<file path="src/rtl/pwm_polsel_pkg.sv">
package pwm_polsel_pkg;

  typedef enum logic [1:0] {
    CM_NONE     = 2'b00,
    CM_MANUAL   = 2'b01,
    CM_DEADTIME = 2'b10,
    CM_FIXED    = 2'b11
  } corr_mode_e;

  // Register choice for one pair: 0 = even register, 1 = odd register.
  function automatic logic pick_sel(corr_mode_e m, logic man_bit, logic smp_bit);
    case (m)
      CM_NONE:   pick_sel = 1'b0;
      CM_MANUAL: pick_sel = man_bit;
      default:   pick_sel = smp_bit;
    endcase
  endfunction

  // A latch's next value: it loads when its trigger is high, otherwise it holds.
  function automatic logic next_latch(logic take, logic din, logic held);
    next_latch = take ? din : held;
  endfunction

endpackage

</file>
<file path="src/rtl/polsel_swbuf.sv">
module polsel_swbuf #(
  parameter int NPAIR = 3
) (
  input  logic             clk,
  input  logic             rst_n,
  input  logic             wr_en,
  input  logic [NPAIR-1:0] wr_pol,
  input  logic             cyc_start,
  output logic [NPAIR-1:0] buf_pol,
  output logic [NPAIR-1:0] man_pol
);

  always_ff @(posedge clk or negedge rst_n) begin
    if (!rst_n) begin
      buf_pol <= '0;
      man_pol <= '0;
    end else begin
      if (wr_en)     buf_pol <= wr_pol;
      // The boundary copies the value that was stored before this edge.
      if (cyc_start) man_pol <= buf_pol;
    end
  end

endmodule

</file>
<file path="src/rtl/polsel_sampler.sv">
module polsel_sampler
  import pwm_polsel_pkg::*;
(
  input  logic clk,
  input  logic rst_n,
  input  logic cur_stat,
  input  logic top_on,
  input  logic bot_on,
  input  logic smp_stb,
  input  logic cyc_start,
  input  logic use_dt,
  output logic dt_take,
  output logic dt_lat,
  output logic fx_lat,
  output logic smp_act
);

  logic dt_nxt;
  logic fx_nxt;
  logic src;

  // Both switches off: the pair is in deadtime.
  assign dt_take = ~top_on & ~bot_on;
  assign dt_nxt  = next_latch(dt_take, cur_stat, dt_lat);
  assign fx_nxt  = next_latch(smp_stb, cur_stat, fx_lat);
  assign src     = use_dt ? dt_nxt : fx_nxt;

  always_ff @(posedge clk or negedge rst_n) begin
    if (!rst_n) begin
      dt_lat  <= 1'b0;
      fx_lat  <= 1'b0;
      smp_act <= 1'b0;
    end else begin
      dt_lat <= dt_nxt;
      fx_lat <= fx_nxt;
      if (cyc_start) smp_act <= src;
    end
  end

endmodule

</file>
<file path="src/rtl/pwm_polsel.sv">
module pwm_polsel
  import pwm_polsel_pkg::*;
#(
  parameter int NPAIR = 3
) (
  input  logic             clk,
  input  logic             rst_n,
  input  logic [1:0]       corr_mode,
  input  logic             sw_wr_en,
  input  logic [NPAIR-1:0] sw_wr_pol,
  input  logic [NPAIR-1:0] cur_stat,
  input  logic [NPAIR-1:0] top_on,
  input  logic [NPAIR-1:0] bot_on,
  input  logic             cyc_start,
  input  logic             half_cyc,
  input  logic             center_al,
  output logic [NPAIR-1:0] sel_odd,
  output logic [NPAIR-1:0] sw_pol_rd
);

  corr_mode_e       mode_e;
  logic             smp_stb;
  logic             use_dt;
  logic [NPAIR-1:0] man_pol;
  logic [NPAIR-1:0] dt_take;
  logic [NPAIR-1:0] dt_lat;
  logic [NPAIR-1:0] fx_lat;
  logic [NPAIR-1:0] smp_act;

  assign mode_e  = corr_mode_e'(corr_mode);
  // Centre-aligned PWM samples at the half cycle; edge-aligned PWM samples at the cycle end.
  assign smp_stb = center_al ? half_cyc : cyc_start;
  assign use_dt  = (mode_e == CM_DEADTIME);

  polsel_swbuf #(.NPAIR(NPAIR)) u_swbuf (
    .clk       (clk),
    .rst_n     (rst_n),
    .wr_en     (sw_wr_en),
    .wr_pol    (sw_wr_pol),
    .cyc_start (cyc_start),
    .buf_pol   (sw_pol_rd),
    .man_pol   (man_pol)
  );

  for (genvar i = 0; i < NPAIR; i++) begin : g_pair
    polsel_sampler u_smp (
      .clk       (clk),
      .rst_n     (rst_n),
      .cur_stat  (cur_stat[i]),
      .top_on    (top_on[i]),
      .bot_on    (bot_on[i]),
      .smp_stb   (smp_stb),
      .cyc_start (cyc_start),
      .use_dt    (use_dt),
      .dt_take   (dt_take[i]),
      .dt_lat    (dt_lat[i]),
      .fx_lat    (fx_lat[i]),
      .smp_act   (smp_act[i])
    );
    // The mode is not buffered, so the output mux follows it directly.
    assign sel_odd[i] = pick_sel(mode_e, man_pol[i], smp_act[i]);
  end

endmodule

</file>
<file path="config.mk">
export PLATFORM = sky130hd
export DESIGN_NAME = pwm_polsel
export DESIGN_NICKNAME = d
export VERILOG_FILES = /design/src/rtl/pwm_polsel_pkg.sv /design/src/rtl/polsel_swbuf.sv /design/src/rtl/polsel_sampler.sv /design/src/rtl/pwm_polsel.sv
export SDC_FILE = /design/constraint.sdc
export NUM_CORES = 1
export LEC_CHECK = 0
export BUFFER_PORTS_ARGS = -buffer_cell sky130_fd_sc_hd__buf_2
export CORE_MARGIN = 2
export CORE_UTILIZATION = 49
export CTS_BUF_LIST = sky130_fd_sc_hd__clkbuf_8
export DETAILED_ROUTE_END_ITERATION = 12
export PLACE_DENSITY_LB_ADDON = 0.15
export SYNTH_ARGS = -nofsm -noshare
export SYNTH_HDL_FRONTEND = slang
export SYNTH_SLANG_ARGS = --single-unit
</file>
<file path="constraint.sdc">
create_clock -name clk -period 0.9 [get_ports clk]
set_input_delay 0.09 -clock clk [delete_from_list [all_inputs] [get_ports clk]]
set_output_delay 0.09 -clock clk [all_outputs]
set_load 0.02 [all_outputs]
</file>
==> results.py <==
metrics = {
    "worst_setup_path": {
        "critPathLaunchType": "register",
        "worstSetupEndpointType": "output port",
        "worstPathRequired_ns": 0.81,
        "crit_arrival_ns": 0.92,
        "crit_fanout": 2,
        "critPathKind": "reg -> out",
        "critPathMaxStageDelay_ns": 0.35,
        "path_buf_inv": 2,
        "cp_top_family": "flip-flops",
        "r2r_slack_ns": 0.02,
        "slowest_stage": "dfrtp_1",
        "worstPathCellList": "inv_2 > o21ai_2 > buf_6",
    },
    "power": {
        "powerDensity_nw_per_um2": 1770,
        "clkPwrFrac_pct": 29.5,
        "p_int_w": 0.00130,
        "peakVddDrop_mv": 1.22,
        "p_leak_nw": 0.490,
        "netSwitchingFraction_pct": 26.4,
        "pwr-share-comb_pct": 24.9,
        "switchingPower_w": 0.000468,
        "seq_power_share_pct": 45.6,
    },
    "route": {
        "wire_per_inst_um": 14.5,
        "drt_iter0_markers": 10,
        "first_pass_iters": 4,
        "routed_wl_um": 1580,
        "drc": 0,
        "vias_per_cell": 5.23,
        "antenna_left": 0,
        "vias": 570,
    },
    "floorplan": {
        "start_util_pct": 52.7,
        "fp.dieW_um": 41.4,
        "rows": 13,
        "die_area_um2": 1710,
        "die_y_um": 41.4,
        "io_pins": 26,
        "design.core.area_um2": 1300,
    },
    "hold_path": {
        "hp-class": "in -> reg",
    },
    "timing": {
        "fin_skew_ns": 0.00446,
        "finalSetupViolCount": 3,
        "slew_viol_final": 0,
        "finalWorstPathRequiredPeriod_ns": 1.01,
        "relSlewSlack_pct": 78.0,
        "clock.fmax_ghz": 0.990,
        "hold_viol": 0,
        "timing.final.crit_share_pct": 112,
        "rsz0062_at_grt": "yes",
        "tightest_slew_ns": 0.330,
        "setup_ws_ns": -0.111,
    },
    "logic_synthesis": {
        "ys_ff_latch": 15,
        "ys_seq_area_share_pct": 54.7,
        "netlist_area_um2": 686,
        "synth.distinct_cells": 14,
        "synth_warnings": 0,
        "syn_inst": 57,
        "synth_nets": 77,
        "avgSynthCellArea_um2": 12.0,
    },
    "cts": {
        "clock_sinks": 15,
        "clkTransAtPathRegs_ns": 0.06,
        "numCtsBuffers": 3,
        "ctsHtreeMaxLevel": 1,
        "tritoncts": "done",
        "cts_max_path_buffers": 2,
        "root_buffer": "clkbuf_8",
        "clk-insertion-delay-late_ns": 0.25,
    },
    "placement": {
        "gp_congestion": 0.725,
        "post-dp-hpwl_um": 1150,
        "numPortBuffers": 25,
        "dp_slack_ns": -0.164,
        "placedCellCount": 102,
    },
    "flow_run": {
        "drv_cap": 0,
    },
    "finish": {
        "final_cells": 109,
        "nNetsFinal": 115,
        "post_route_cells_drive_above_1_share_pct": 60.6,
        "num_antenna_cells": 0,
        "syn2layout_area_growth_pct": 46.2,
    },
    "global_route": {
        "grt_overflow_total": 0,
        "grtUsageTotal_pct": 20.2,
        "grt_max_degree": 16,
        "grt_pass1_wl_um": 2550,
        "grt_pass1_vias": 592,
        "antenna_found_initial": 0,
    },
    "run_status": {
        "violations": "setup timing",
        "status": "finished with violations",
    },
}
final timing paths:
path | from | end | cells after the start
worst max-delay path | g_pair[0].u_smp.smp_act$_DFFE_PN0P_ | sel_odd[0] | 3
worst min-delay path | sw_wr_pol[2] | u_swbuf.buf_pol[2]$_DFFE_PN0P_ | 2
worst max register to register | g_pair[2].u_smp.fx_lat$_DFF_PN0_ | g_pair[2].u_smp.smp_act$_DFFE_PN0P_ | 2
worst min register to register | g_pair[0].u_smp.fx_lat$_DFF_PN0_ | g_pair[0].u_smp.fx_lat$_DFF_PN0_ | 2
max in group asynchronous | rst_n | u_swbuf.man_pol[0]$_DFFE_PN0P_ | 2
min in group asynchronous | rst_n | g_pair[2].u_smp.fx_lat$_DFF_PN0_ | 2
metal layers:
metal  vias to the layer above  share of wire [%]  global-route usage (%)
li1                        273                  -                       -
met5                         -                  0                       0
met4                         0                1.3                    7.74
met1                       270                 40                    23.5
met3                         4                6.5                    6.52
met2                        23                 52                    34.4
cell usage after synthesis, drive strengths merged:
master  number  area (um^2)
dfrtp       15          375
inv          7         26.3
o21ai        7         35.0
mux2         6         67.6
mux2i        4         52.6
nand2        3         11.3
nor3b        3         22.5
o21a         3         22.5
o221ai       3         26.3
or2          3         18.8
and3b        1         10.0
buf          1         11.3
nor2b        1         6.26
registers in the layout, summed over array words and instances, names as in the netlist:
register              count
g_pair.u_smp.dt_lat       3
g_pair.u_smp.fx_lat       3
g_pair.u_smp.smp_act      3
u_swbuf.buf_pol           3
u_swbuf.man_pol           3
placed cells by master, fill, tap and decap left out:
master	instances
clkbuf_8	3
mux2_2	6
nand2_1	3
o21ai_2	4
mux2i_2	2
inv_2	3
o21ai_1	2
or2_4	1
buf_4	8
nor3b_1	3
buf_6	6
o21ai_0	1
and3b_2	1
dlygate4sd3_1	1
buf_2	19
nor2b_1	1
mux2i_1	1
dfrtp_1	15
o221ai_2	1
o221ai_1	2
or2_2	2
inv_1	5
o21a_1	3
mux2i_4	1
final cells by class:
class | count | area, um^2
clock buffers | 3 | 41.3
clock inverters | 1 | 3.75
fillers | 87 | 299
inverters | 7 | 26.3
multi-input cells | 34 | 304
flip-flops and latches | 15 | 375
well taps | 15 | 18.8
repair buffers | 34 | 233
cells by family after synthesis:
group / synth area share (%)
compound gates: 12.2
buf+inv: 5.48
flops: 54.7
mux: 17.5
simple gates: 10.0
metrics by stage:
| step | hold slack (ns) | util (%) | instance area (um^2) | setup TNS [ns] | power, W |
|---|---|---|---|---|---|
| after floorplan | -0.206 | - | 686 | 0 | 0.000996 |
| after global placement | 0.0121 | 66.3 | 863 | -0.276 | 0.00113 |
| after detailed placement | 0.00613 | 66.3 | 863 | -0.556 | 0.00115 |
| after global routing | 0.0648 | 77.0 | 1000 | -0.474 | 0.00187 |
| after CTS | 0.0660 | 74.5 | 970 | -0.268 | 0.00174 |
| final | 0.0667 | 77.0 | 1000 | -0.259 | 0.00177 |
what timing repair did:
action,in CTS,in global routing
hold buffers,1,0
pin swaps,1,0
buffers inserted,2,0
hold endpoints to repair,15,0
gates resized for setup,16,10
endpoints found under the setup margin,6,9
power groups by stage:
| stage | Sequential, W | Clock [W] | Combinational (W) |
|---|---|---|---|
| floorplan | 0.000817 | 0 | 0.000180 |
| global placement | 0.000806 | 0 | 0.000324 |
| detailed placement | 0.000811 | 0 | 0.000337 |
| CTS | 0.000804 | 0.000535 | 0.000404 |
| global route | 0.000817 | 0.000576 | 0.000476 |
| finish | 0.000808 | 0.000522 | 0.000440 |
(Power assumes the default switching activity.)
